<file path="src/rtl/phy_bridge_pkg.sv">
package phy_bridge_pkg;
  localparam int unsigned REG_W     = 8;
  localparam int unsigned NUM_DLY   = 12;
  localparam int unsigned IDX_W     = 4;
  localparam int unsigned ADDR_LSB  = 0;
  localparam int unsigned WDATA_LSB = 8;
  localparam int unsigned RDATA_LSB = 16;
  localparam int unsigned WREQ_BIT  = 24;
  localparam int unsigned RREQ_BIT  = 25;
  localparam int unsigned ACK_BIT   = 26;

  typedef enum logic [1:0] {ST_IDLE, ST_BUSY, ST_DONE} hs_state_e;

  function automatic logic map_hit(logic [REG_W-1:0] a);
    return (a <= 8'h08) || ((a >= 8'h0B) && (a <= 8'h0D));
  endfunction

  function automatic logic [IDX_W-1:0] map_idx(logic [REG_W-1:0] a);
    return (a <= 8'h08) ? a[IDX_W-1:0] : a[IDX_W-1:0] - IDX_W'(2);
  endfunction
endpackage

</file>
<file path="src/rtl/phy_ctl_reg.sv">
module phy_ctl_reg
  import phy_bridge_pkg::*;
(
  input  logic             clk_i,
  input  logic             rst_ni,
  input  logic             sw_we_i,
  input  logic [31:0]      sw_wdata_i,
  input  logic             rd_capture_i,
  input  logic [REG_W-1:0] rd_value_i,
  input  logic             ack_i,
  output logic [REG_W-1:0] addr_o,
  output logic [REG_W-1:0] wdata_o,
  output logic             wreq_o,
  output logic             rreq_o,
  output logic [31:0]      word_o
);
  logic [REG_W-1:0] addr_q, wdata_q, rdata_q;
  logic             wreq_q, rreq_q;
  logic             unused_bits;

  assign unused_bits = ^{sw_wdata_i[31:ACK_BIT], sw_wdata_i[RDATA_LSB+REG_W-1:RDATA_LSB]};

  always_ff @(posedge clk_i or negedge rst_ni) begin
    if (!rst_ni) begin
      addr_q  <= '0;
      wdata_q <= '0;
      wreq_q  <= 1'b0;
      rreq_q  <= 1'b0;
    end else if (sw_we_i) begin
      addr_q  <= sw_wdata_i[ADDR_LSB +: REG_W];
      wdata_q <= sw_wdata_i[WDATA_LSB +: REG_W];
      wreq_q  <= sw_wdata_i[WREQ_BIT];
      rreq_q  <= sw_wdata_i[RREQ_BIT];
    end
  end

  // read field is owned by the bridge, never by software
  always_ff @(posedge clk_i or negedge rst_ni) begin
    if (!rst_ni)           rdata_q <= '0;
    else if (rd_capture_i) rdata_q <= rd_value_i;
  end

  assign addr_o  = addr_q;
  assign wdata_o = wdata_q;
  assign wreq_o  = wreq_q;
  assign rreq_o  = rreq_q;
  assign word_o  = {5'b0, ack_i, rreq_q, wreq_q, rdata_q, wdata_q, addr_q};


  rd_capture_chk: assert property (@(posedge clk_i) disable iff (!rst_ni)
    rd_capture_i |=> word_o[RDATA_LSB +: REG_W] == $past(rd_value_i));

  ro_field_chk: assert property (@(posedge clk_i) disable iff (!rst_ni)
    (sw_we_i && !rd_capture_i) |=> $stable(word_o[RDATA_LSB +: REG_W]));
endmodule

</file>
<file path="src/rtl/phy_hs_fsm.sv">
module phy_hs_fsm
  import phy_bridge_pkg::*;
#(
  parameter int unsigned ACK_LAT = 4
) (
  input  logic             clk_i,
  input  logic             rst_ni,
  input  logic             wreq_i,
  input  logic             rreq_i,
  input  logic [REG_W-1:0] addr_i,
  input  logic [REG_W-1:0] wdata_i,
  output logic             ack_o,
  output logic             phy_we_o,
  output logic             phy_re_o,
  output logic [REG_W-1:0] phy_addr_o,
  output logic [REG_W-1:0] phy_wdata_o
);
  localparam int unsigned CNT_W = (ACK_LAT > 1) ? $clog2(ACK_LAT) : 1;

  hs_state_e        st_q;
  logic [CNT_W-1:0] cnt_q;
  logic             op_wr_q, ack_q, fire, req_any;
  logic [REG_W-1:0] addr_q, wdata_q;

  assign req_any = wreq_i | rreq_i;
  assign fire    = (st_q == ST_BUSY) && (cnt_q == '0);

  always_ff @(posedge clk_i or negedge rst_ni) begin
    if (!rst_ni) begin
      st_q    <= ST_IDLE;
      cnt_q   <= '0;
      op_wr_q <= 1'b0;
      ack_q   <= 1'b0;
      addr_q  <= '0;
      wdata_q <= '0;
    end else begin
      unique case (st_q)
        ST_IDLE: if (req_any) begin
          st_q    <= ST_BUSY;
          op_wr_q <= wreq_i;  // write wins over read
          addr_q  <= addr_i;
          wdata_q <= wdata_i;
          cnt_q   <= CNT_W'(ACK_LAT - 1);
        end
        ST_BUSY: if (fire) begin
          st_q  <= ST_DONE;
          ack_q <= 1'b1;
        end else begin
          cnt_q <= cnt_q - 1'b1;
        end
        ST_DONE: if (!req_any) begin
          st_q  <= ST_IDLE;
          ack_q <= 1'b0;
        end
        default: st_q <= ST_IDLE;
      endcase
    end
  end

  assign ack_o       = ack_q;
  assign phy_we_o    = fire && op_wr_q;
  assign phy_re_o    = fire && !op_wr_q;
  assign phy_addr_o  = addr_q;
  assign phy_wdata_o = wdata_q;


  ack_hold_chk: assert property (@(posedge clk_i) disable iff (!rst_ni)
    (ack_q && req_any) |=> ack_q);

  ack_drop_chk: assert property (@(posedge clk_i) disable iff (!rst_ni)
    (ack_q && !req_any) |=> !ack_q);

  ack_after_access_chk: assert property (@(posedge clk_i) disable iff (!rst_ni)
    $rose(ack_q) |-> $past(phy_we_o || phy_re_o));

  write_priority_chk: assert property (@(posedge clk_i) disable iff (!rst_ni)
    (st_q == ST_IDLE && wreq_i && rreq_i) |=> (op_wr_q && !phy_re_o));
endmodule

</file>
<file path="src/rtl/phy_dly_bank.sv">
module phy_dly_bank
  import phy_bridge_pkg::*;
(
  input  logic                     clk_i,
  input  logic                     rst_ni,
  input  logic                     we_i,
  input  logic [REG_W-1:0]         addr_i,
  input  logic [REG_W-1:0]         wdata_i,
  output logic [REG_W-1:0]         rdata_o,
  output logic [NUM_DLY*REG_W-1:0] dly_o
);
  logic [REG_W-1:0] regs [NUM_DLY];
  logic             hit;
  logic [IDX_W-1:0] idx;

  assign hit = map_hit(addr_i);
  assign idx = map_idx(addr_i);

  for (genvar i = 0; i < NUM_DLY; i++) begin : g_slot
    always_ff @(posedge clk_i or negedge rst_ni) begin
      if (!rst_ni)                           regs[i] <= '0;
      else if (we_i && hit && idx == IDX_W'(i)) regs[i] <= wdata_i;
    end
    assign dly_o[i*REG_W +: REG_W] = regs[i];


    slot_write_chk: assert property (@(posedge clk_i) disable iff (!rst_ni)
      (we_i && hit && idx == IDX_W'(i)) |=> dly_o[i*REG_W +: REG_W] == $past(wdata_i));
  end

  always_comb begin
    rdata_o = '0;
    for (int i = 0; i < NUM_DLY; i++)
      if (hit && idx == IDX_W'(i)) rdata_o = regs[i];
  end


  unmapped_write_chk: assert property (@(posedge clk_i) disable iff (!rst_ni)
    (we_i && !hit) |=> $stable(dly_o));
endmodule

</file>
<file path="src/rtl/phy_reg_bridge.sv">
module phy_reg_bridge
  import phy_bridge_pkg::*;
#(
  parameter int unsigned ACK_LAT = 4
) (
  input  logic                     clk_i,
  input  logic                     rst_ni,
  input  logic                     sw_we_i,
  input  logic [31:0]              sw_wdata_i,
  output logic [31:0]              sw_rdata_o,
  output logic [NUM_DLY*REG_W-1:0] dly_o
);
  logic [REG_W-1:0] addr, wdata, phy_addr, phy_wdata, phy_rdata;
  logic             wreq, rreq, ack, phy_we, phy_re;

  phy_ctl_reg u_ctl (
    .clk_i, .rst_ni, .sw_we_i, .sw_wdata_i,
    .rd_capture_i (phy_re),
    .rd_value_i   (phy_rdata),
    .ack_i        (ack),
    .addr_o       (addr),
    .wdata_o      (wdata),
    .wreq_o       (wreq),
    .rreq_o       (rreq),
    .word_o       (sw_rdata_o)
  );

  phy_hs_fsm #(.ACK_LAT(ACK_LAT)) u_fsm (
    .clk_i, .rst_ni,
    .wreq_i      (wreq),
    .rreq_i      (rreq),
    .addr_i      (addr),
    .wdata_i     (wdata),
    .ack_o       (ack),
    .phy_we_o    (phy_we),
    .phy_re_o    (phy_re),
    .phy_addr_o  (phy_addr),
    .phy_wdata_o (phy_wdata)
  );

  phy_dly_bank u_bank (
    .clk_i, .rst_ni,
    .we_i    (phy_we),
    .addr_i  (phy_addr),
    .wdata_i (phy_wdata),
    .rdata_o (phy_rdata),
    .dly_o   (dly_o)
  );


  unmapped_read_zero_chk: assert property (@(posedge clk_i) disable iff (!rst_ni)
    (phy_re && !map_hit(phy_addr)) |=> sw_rdata_o[RDATA_LSB +: REG_W] == '0);
endmodule

</file>
<file path="config.mk">
export PLATFORM = sky130hd
export DESIGN_NAME = phy_reg_bridge
export DESIGN_NICKNAME = d
export VERILOG_FILES = /design/src/rtl/phy_bridge_pkg.sv /design/src/rtl/phy_ctl_reg.sv /design/src/rtl/phy_hs_fsm.sv /design/src/rtl/phy_dly_bank.sv /design/src/rtl/phy_reg_bridge.sv
export SDC_FILE = /design/constraint.sdc
export NUM_CORES = 1
export LEC_CHECK = 0
export BUFFER_PORTS_ARGS = -buffer_cell sky130_fd_sc_hd__buf_2
export CORE_UTILIZATION = 45
export CTS_CLUSTER_SIZE = 24
export DETAILED_ROUTE_END_ITERATION = 10
export GPL_ROUTABILITY_DRIVEN = 0
export PLACE_DENSITY_LB_ADDON = 0.15
export SETUP_SLACK_MARGIN = 0.1
export SYNTH_ARGS = -nofsm -noshare
export SYNTH_HDL_FRONTEND = slang
export SYNTH_HIERARCHICAL = 1
export SYNTH_SLANG_ARGS = --single-unit
</file>
<file path="constraint.sdc">
create_clock -name clk_i -period 4.17 [get_ports clk_i]
set_input_delay 0.417 -clock clk_i [delete_from_list [all_inputs] [get_ports clk_i]]
set_output_delay 0.417 -clock clk_i [all_outputs]
set_load 0.005 [all_outputs]
</file>
==> Yosys cells after proc, flatten, opt, wreduce, memory -nomap -nowiden <==
Index checks and enable logic that the tools add are counted.
{ "totals": {"out_inout_bits": 128, "elab_cells": 109, "reg_bits": 144, "input_bits": 35} }
{ "op_classes": {"order_cmp": 3, "muxes": 23, "n_reduce_logical": 40, "n_eq_ne": 17, "addsub": 2, "bitwise": 1} }
{ "op_table": {"columns": ["cell", "n"], "rows": [
  ["two-way mux 8 bit", 12],
  ["logical AND 1 bit", 29],
  ["== test 4 x 3 -> 1 bit, second input constant", 4],
  ["== test 4 bit, second input constant", 4],
  ["less-or-equal comparator 8 x 4 -> 1 bit, second input constant", 2],
  ["two-way mux 2 bit", 5],
  ["AND reduction 3 bit", 3],
  ["== test 4 x 2 -> 1 bit, second input constant", 2],
  ["greater-or-equal comparator 8 x 4 -> 1 bit, second input constant", 1],
  ["one-hot mux 2 bit (3 select lines)", 1],
  ["== test 4 x 1 -> 1 bit, second input constant", 1],
  ["zero test 2 bit", 2],
  ["zero test 4 bit", 1],
  ["two-way mux 4 bit", 1],
  ["!= test 2 x 1 -> 1 bit, second input constant", 2],
  ["!= test 2 bit, second input constant", 2],
  ["one-hot mux 2 bit (2 select lines)", 1],
  ["nonzero test 2 bit", 2],
  ["subtractor 4 x 2 -> 4 bit, second input constant", 1],
  ["== test 2 x 1 -> 1 bit, second input constant", 1],
  ["== test 2 bit, second input constant", 1],
  ["two-way mux 1 bit", 2],
  ["one-hot mux 1 bit (2 select lines)", 1],
  ["AND reduction 2 bit", 1],
  ["other kinds (4)", 4]
]} }

==> Depth between registers and ports, before layout <==
Gate-level depths: netlist of run 1.
{ "depth": {"word_depth": 16, "mapped_depth": 11, "ltp_nobuf": 9} }

==> Hierarchy <==
The synthesis of run 1 kept the hierarchy.
{ "modules_own_cells": {"columns": ["mod", "cells_per_inst", "seq_area_each_um2", "instances", "area_each_um2"], "rows": [
  ["phy_dly_bank", 370, 2402.3, 1, 4749.6],
  ["phy_ctl_reg", 80, 650.6, 1, 1201.2],
  ["phy_hs_fsm", 65, 550.5, 1, 969.7]
]} }

==> Least setup slack after synthesis of run 1 <==
Ideal clock, no wire load.
{ "synth_path": {"path_type": "register -> register", "startpoint": "register u_fsm.addr_q[2] (netlist: u_fsm/phy_addr_o[2])", "endpoint": "register u_ctl.rdata_q[6]", "path_buffers": 1, "arrival_time_ps": 2701, "setup_ps": 125, "path_stages_with_launch": 11, "synth_period_minus_slack_ps": 2825, "t_required_ps": 4045, "slack_ps": 1345, "cell_sequence": "dfrtp_1 clkbuf_1 inv_1 ha_1 nor3b_1 mux2i_1 a21oi_2 a221o_1 o21ai_1 a41oi_1 mux2_2"} }
{ "synth_via": {"elab_chain_len": 16, "word_cells_on_any_way": 43, "cone_classes": "add/sub (1); order compare (3); eq/ne (11); mux (13); reduce/logical (15)"} }
{ "synth_rtl": {"columns": ["item", "line_no", "text"], "rows": [
  ["start, declared", "phy_hs_fsm.sv:23", "logic [REG_W-1:0] addr_q, wdata_q;"],
  ["start signal, assigned", "phy_hs_fsm.sv:41", "addr_q <= addr_i;"],
  ["less-or-equal comparator 8 x 4 -> 1 bit (tied with other cells)", "phy_bridge_pkg.sv:15, phy_bridge_pkg.sv:19", null],
  ["two-way mux 4 bit or logical AND 1 bit (tied branches)", "phy_bridge_pkg.sv:19, phy_bridge_pkg.sv:15", null],
  ["zero test 4 bit or logical OR 1 bit (tied branches)", "phy_dly_bank.sv:34, phy_bridge_pkg.sv:15", null],
  ["logical AND 1 bit", "phy_dly_bank.sv:34", "if (hit && idx == IDX_W'(i)) rdata_o = regs[i];"],
  ["two-way mux 8 bit (11 in series)", "phy_dly_bank.sv:34", null],
  ["two-way mux 8 bit (*)", "phy_dly_bank.sv:34", null],
  ["net phy_rdata[6]", "phy_reg_bridge.sv:13", "logic [REG_W-1:0] addr, wdata, phy_addr, phy_wdata, phy_rdata;"],
  ["end signal, assigned", "phy_ctl_reg.sv:40", "else if (rd_capture_i) rdata_q <= rd_value_i;"],
  ["end, declared", "phy_ctl_reg.sv:17", "logic [REG_W-1:0] addr_q, wdata_q, rdata_q;"]
]} }
The timed path passes the listed nets; every way through them passes the cells marked *.
A chain may end at the register's enable or synchronous reset.

==> Worst setup path in the final report of run 1 <==
Same ends and word-level chain as after synthesis.

==> results of run 1 <==
## logic make-up (layout without fill, tap and decap cells)
group	count (synthesis)	count (layout)	share of synthesized area
AOI/OAI and AO/OA	86	86	0.0985
adders and majority gates	2	2	0.00362
buffers and inverters	61	195	0.0570
DFF	144	144	0.521
muxes	141	141	0.244
other	1	5	0.000542
and+or+nand+nor	80	80	0.0754
## state kept, by name, indices dropped and copies added, names as in the netlist
signal and cells:
u_ctl/wreq_o 1, u_fsm/phy_addr_o 8, u_bank/dly_o 96, u_ctl/wdata_o 8
u_fsm/cnt_q 2, u_ctl/rdata_q 8, u_ctl/addr_o 8, u_ctl/rreq_o 1
u_fsm/st_q 2, u_fsm/ack_o 1, u_fsm/phy_wdata_o 8, u_fsm/op_wr_q 1
## worst register-to-register path, stage by stage (launching register included)
cell	delay (ps)
dfrtp_1	600
inv_1	190
ha_1	370
nor3b_1	160
mux2i_1	480
a21oi_2	320
a221o_1	410
o21ai_1	160
a41oi_1	140
mux2_2	280
## power by group through the flow
stage / logic [mW] / registers (mW) / clock network, mW
floorplan: 0.832 / 1.77 / 0
global placement: 0.875 / 1.97 / 0
detailed placement: 0.902 / 1.99 / 0
CTS: 0.904 / 1.97 / 1.49
global route: 0.990 / 2.02 / 1.55
finish: 0.902 / 1.97 / 1.45
## final timing paths
| check | from | end | depth (start not counted) | slack [ps] |
|---|---|---|---|---|
| max | u_fsm/phy_addr_o[2] | u_ctl/rdata_q[6] | 9 | 960 |
| min | rst_ni | u_bank/dly_o[70] | 1 | 40 |
| max reg2reg | u_fsm/phy_addr_o[2] | u_ctl/rdata_q[6] | 9 | 960 |
| min reg2reg | u_ctl/rdata_q[6] | u_ctl/rdata_q[6] | 1 | 500 |
| max in group asynchronous | rst_ni | u_ctl/addr_o[7] | 2 | 3210 |
| min in group clk_i | sw_wdata_i[11] | u_ctl/wdata_o[3] | 2 | 230 |
## cell usage in the layout, fill, tap and decap left out, types with 4 or more instances in the layout
cell,n
conb_1,5
clkbuf_16,17
a22oi_1,4
a22o_1,5
o21ai_0,8
o221ai_1,6
nor2_1,11
mux2_4,28
nand2_1,18
a21oi_1,11
clkbuf_1,6
buf_4,8
a21oi_2,4
nand2b_1,5
mux2_2,110
o22ai_1,6
a221oi_1,5
nor3_1,7
nor2b_1,4
a21o_1,4
a211oi_1,4
buf_2,142
inv_1,12
dfrtp_1,144
o211ai_1,4
## area by class of cell
cell class	instances	area share
clock buffer	25	0.0582
tap	184	0.0282
timing repair buffer	151	0.0957
sequential	144	0.441
inverter	13	0.00658
clock inverter	6	0.0101
multi-input combinational	314	0.360
## layer usage
layer	up-vias	global-route usage
li1	2143	-
met1	2392	0.325
met2	163	0.357
met3	23	0.0569
met4	0	0.0900
met5	-	0
## through the flow
step	worst slack (ps)	cell area, sq um	cells
floorplan	1340	6940	519
global placement	1040	7610	806
detailed placement	1000	7610	806
CTS	992	8170	837
global route	758	8170	837
finish	963	8170	837
==> impl_results.md, run 1 <==
- Fmax: 0.312 GHz
- Number of distinct library cells after synthesis: 66
- Critical path capture point type: flop
- Maximum number of pins on one net before global-route repair: 79
- Top_reg_cell synth: dfrtp_1
- Share of power burned in the clock network: 0.336
- Number of antenna violations at the first check in global routing: 0
- Overall routing resource usage: 0.235
- Kind of cell with the highest combined delay on the critical path: compound AO/OA/AOI/OAI gates
- H-tree Lvls: 4
- FP Rows: 44
- Leading area contributor after synthesis: dfrtp_1
- Slowest stage cell, crit path: dfrtp_1
- Drt pass-1 iters: 6
- Post-CTS Setup Bufs: 0
- Fraction of final layout cells with drive strength greater than 1: 0.522
- Input/output buffers: 143
- Actual slew at the worst max-slew pin: 790 ps
- Critical path type: reg -> reg
- Yosys warning total: 6
- Most numerous cell types in the synthesized netlist: dfrtp_1, mux2_2, mux2_4
- Drc violations: 0
- Worst Hold Margin: 37.2 ps
- Max-Slew Margin vs Limit: 0.469
- Layout area overhead: 18.1%
- Final Power: 4.32 mW
- # fillers: 1,275
- Worst-skew pair later-pin latency: 420 ps
- Sw frac: 0.316
- Skew final: 8.56 ps
- Antenna viol nets, final: 0
- Wire length of the first global-routing pass: 27,900 microns
- Synth area leaders: dfrtp_1, mux2_2, mux2_4, buf_4, nand2_1
- Sum of met2 wire segment lengths after detailed routing: 8160 microns
- Setup_tns: 0 ps
- Peak fanout along the critical path: 12
- Count of flip-flops with a built-in enable after synthesis: 0
- Clock tree from TritonCTS: done
- Highest cell delay on the worst timing path: 600 ps
- CTS buffer count: 17
- Via count normalized by instance count: 5.64
- Outcome: complete, no violations
- Core Area: 0.0148 sq mm
- Int Power: 2.96 mW
- Dominant cell by count in the synthesized netlist: dfrtp_1
- Hold Crit Class: in -> async
- Leakage power figure: 4.29 nW
- Combined area of the multi-input logic cells: 0.00294 sq mm
- DR top layer: met4
- Buf/Inv on CP: 1
- Share of flip-flops with an asynchronous set or reset: 1.00
- Violation count after the first detailed-route iteration: 341
- Sequential share of power: 0.455
- Syn avg cell area: 13.4 sq um
- Vertical die dimension: 126 microns
- VDD IR max: 0.436 mV
- Number of max-capacitance violations reported: 0
- WP data arrival: 3510 ps
- Required arrival time at the worst endpoint: 4470 ps
- FF/Latch Area: 0.00360 sq mm
- Share of synthesized area occupied by flip-flops and latches: 0.521
- Sw power: 1.36 mW
- Met3 WL: 1060 microns
- M1 wire length: 8140 microns
- Die area: 0.0159 sq mm
- Setup Viol. Count Final: 0
- Half-perimeter wire length of the detailed placement result: 12,500 microns
- Via count of the first global-routing pass: 4,760
- Minimum clock period: 3210 ps
- Antenna Cells: 0
- Clock root cell: clkbuf_16
- Starting Density: 0.469
- Post-Syn Instances: 515
- Period utilisation layout: 0.769
- RSZ-0062 raised after global routing: false
- Number of hold-slack violations in the final timing report: 0
- Mapped cell area: 0.00692 sq mm
- Number of buffers on the longest clock path: 2
- Routed wire length: 17,700 microns
- Register bit count reported by yosys: 144
- Horizontal die dimension: 126 microns
- Clock-pin slew on the worst setup and hold paths: 50 ps
- Fraction of post-synthesis cell area in the top cell type by area: 0.521
- Vias: 4,721
- GR Overflow Total: 0
- Cell Chain, Critical Path: inv_1 > ha_1 > nor3b_1 > mux2i_1 > a21oi_2 > a221o_1 > o21ai_1 > a41oi_1 > mux2_2
- CP startpoint kind: flop
- Pwr per Cell Area: 529 mW/mm^2
- Number of resized instances in the post-cts repair step: 0
- Final-report max-slew violation count: 0
- Count of hold-fix buffers inserted at cts: 0
- Part of the power in combinational logic: 0.209
- Utilization of the core after routing: 0.554
- Final routed wire length divided by cell count: 21.1 microns
- Layout net count: 678
- Clock Sink Count: 144
- Count of boundary I/O pins: 163
(Power assumes the default switching activity.)
==> inputs of run 2 (changes only) <==
Clock period 4.17 ns to 2.8 ns, I/O delays scaled along.
==> run 2 against run 1 <==
Compared with the run above: core utilization grew 3.1 points; routed wire length is 5.4% higher; sequential share of layout area decreased by 2.4 points; largest power group unchanged; clock skew is essentially flat.
==> impl_results.md, run 2 (same netlist as run 1, synthesis figures left out) <==
- Setup_tns: 0 ps (unchanged)
- Final-report max-slew violation count: 0 (unchanged)
- Flip-flop count of the largest register, all copies and words added: 96 (unchanged)
- Violation count after the first detailed-route iteration: 261 (was 341)
- H-tree Lvls: 4 (unchanged)
- Number of buffers on the longest clock path: 2 (unchanged)
- Number of antenna violations at the first check in global routing: 0 (unchanged)
- Most common library cell in the layout ignoring fill and taps: dfrtp_1 (unchanged)
- Horizontal die dimension: 126 microns (unchanged)
- Wire length of the first global-routing pass: 28,700 microns (was 27,900 microns)
- Pwr per Cell Area: 815 mW/mm^2 (was 529 mW/mm^2)
- Fraction of final layout cells with drive strength greater than 1: 0.574 (was 0.522)
- Layout area overhead: 24.8% (was 18.1%)
- Overall routing resource usage: 0.241 (was 0.235)
- Number of hold-slack violations in the final timing report: 0 (unchanged)
- Sequential share of power: 0.413 (was 0.455)
- CP startpoint kind: flop (unchanged)
- CTS buffer count: 17 (unchanged)
- Peak fanout along the critical path: 6 (was 12)
- Routed wire length: 18,600 microns (was 17,700 microns)
- Sw power: 2.23 mW (was 1.36 mW)
- Vertical die dimension: 126 microns (unchanged)
- Maximum number of pins on one net before global-route repair: 57 (was 79)
- Final routed wire length divided by cell count: 21.4 microns (was 21.1 microns)
- Vias: 4,984 (was 4,721)
- Number of max-capacitance violations reported: 0 (unchanged)
- Max-Slew Margin vs Limit: 0.520 (was 0.469)
- Fmax: 0.372 GHz (was 0.312 GHz)
- Minimum clock period: 2690 ps (was 3210 ps)
- VDD IR max: 0.459 mV (was 0.436 mV)
- Cell count of the worst reg-to-reg path: 8 (was 9)
- Clock tree from TritonCTS: done (unchanged)
- Drc violations: 0 (unchanged)
- Worst-skew pair later-pin latency: 430 ps (was 420 ps)
- Setup Viol. Count Final: 0 (unchanged)
- Part of the power in combinational logic: 0.234 (was 0.209)
- Commonest non-fill, non-tap cells in the layout: dfrtp_1, buf_2, mux2_2, buf_4, mux2_4 (was dfrtp_1, buf_2, mux2_2, mux2_4, nand2_1)
- Via count normalized by instance count: 5.74 (was 5.64)
- Hold Crit Class: in -> reg (was in -> async)
- Outcome: complete, no violations (unchanged)
- Share of power burned in the clock network: 0.353 (was 0.336)
- Actual slew at the worst max-slew pin: 717 ps (was 790 ps)
- RSZ-0062 raised after global routing: true (was false)
- Clock Sink Count: 144 (unchanged)
- Clock root cell: clkbuf_16 (unchanged)
- Leakage power figure: 4.50 nW (was 4.29 nW)
- Antenna Cells: 0 (unchanged)
- Input/output buffers: 143 (unchanged)
- Period utilisation layout: 0.960 (was 0.769)
- Count of boundary I/O pins: 163 (unchanged)
- Critical path type: reg -> reg (unchanged)
- Skew final: 8.98 ps (was 8.56 ps)
- GR Overflow Total: 0 (unchanged)
- Half-perimeter wire length of the detailed placement result: 13,100 microns (was 12,500 microns)
- Starting Density: 0.469 (unchanged)
- Core Area: 0.0148 sq mm (unchanged)
- Final Power: 7.04 mW (was 4.32 mW)
- Clock-pin slew on the worst setup and hold paths: 60 ps (was 50 ps)
- Critical path capture point type: flop (unchanged)
- Cell count of the worst hold path: 2
- FP Rows: 44 (unchanged)
- Layout net count: 709 (was 678)
- Required arrival time at the worst endpoint: 3110 ps (was 4470 ps)
- Int Power: 4.81 mW (was 2.96 mW)
- Antenna viol nets, final: 0 (unchanged)
- Die area: 0.0159 sq mm (unchanged)
- Via count of the first global-routing pass: 5,035 (was 4,760)
- WP data arrival: 3000 ps (was 3510 ps)
- Drt pass-1 iters: 4 (was 6)
- Sw frac: 0.317 (was 0.316)
[run 2: cell types whose count changed in the layout (fill, tap and decap cells not counted), sizes merged]
cell         before  now
clkinv            3    7
dlygate4sd3       0    1
inv              13   14
buf             151  180
or4               6    7
clkbuf           25   18
bufinv            2    5
[run 2: layer usage]
metal,vias to the layer above,global-route usage,wire (microns)
met1,2525,0.325,8130
li1,2201,-,-
met5,-,0,0
met3,29,0.0641,1470
met2,229,0.369,8610
met4,0,0.0999,416
[run 2: repair_timing]
action	4_1_cts	5_1_grt
buffers inserted	0	6
hold endpoints to repair	53	0
cloned	0	1
setup endpoints to repair	5	7
hold buffers	1	0
pin swaps	0	6
resized for setup	2	20
[run 2: layout make-up]
cell class              instances  area (sq um)
clock buffers                  18           439
clock inverters                14           213
well taps                     184           230
flip-flops and latches        144          3600
repair buffers                181          1030
multi-input cells             315          3070
fillers                      1185          6120
inverters                      13          53.8
[run 2: final timing paths]
kind | from | to | slack (ps)
min in group asynchronous | rst_ni | u_bank/dly_o[54] | 380
setup reg to reg | u_fsm/phy_addr_o[7] | u_ctl/rdata_q[7] | 110
hold reg to reg | u_ctl/rdata_q[5] | u_ctl/rdata_q[5] | 510
setup / recovery | u_fsm/phy_addr_o[7] | u_ctl/rdata_q[7] | 110
hold / removal | sw_wdata_i[12] | u_ctl/wdata_o[4] | 80
max in group asynchronous | rst_ni | u_fsm/phy_addr_o[7] | 1670
[run 2: critical path: stages (launching register included)]
cell and delay [ps]:
dfrtp_2 460, or4_4 650, or4_4 540, buf_4 180, o22ai_1 150, nor2_1 60
o221ai_1 160, a21oi_2 80, mux2_2 280
[run 2: stage by stage]
stage          utilization  worst slack, ps  hold slack [ps]  std cells  area, sq um
3_5_place_dp         0.529             12.5              284        829         7800
3_3_place_gp         0.529             64.7              282        829         7800
2_1_floorplan            -              220            -15.6        519         6940
6_report             0.585              111             81.0        869         8630
4_1_cts              0.574              102             65.1        862         8470
5_1_grt              0.585             61.1             67.2        869         8630
[run 2: power groups by stage]
stage	Clock (mW)	Sequential (mW)	Combinational [mW]
2_1_floorplan	0	2.63	1.25
3_3_place_gp	0	2.88	1.45
3_5_place_dp	0	2.91	1.50
4_1_cts	2.52	2.87	1.51
5_1_grt	2.62	2.97	1.76
6_report	2.49	2.90	1.64
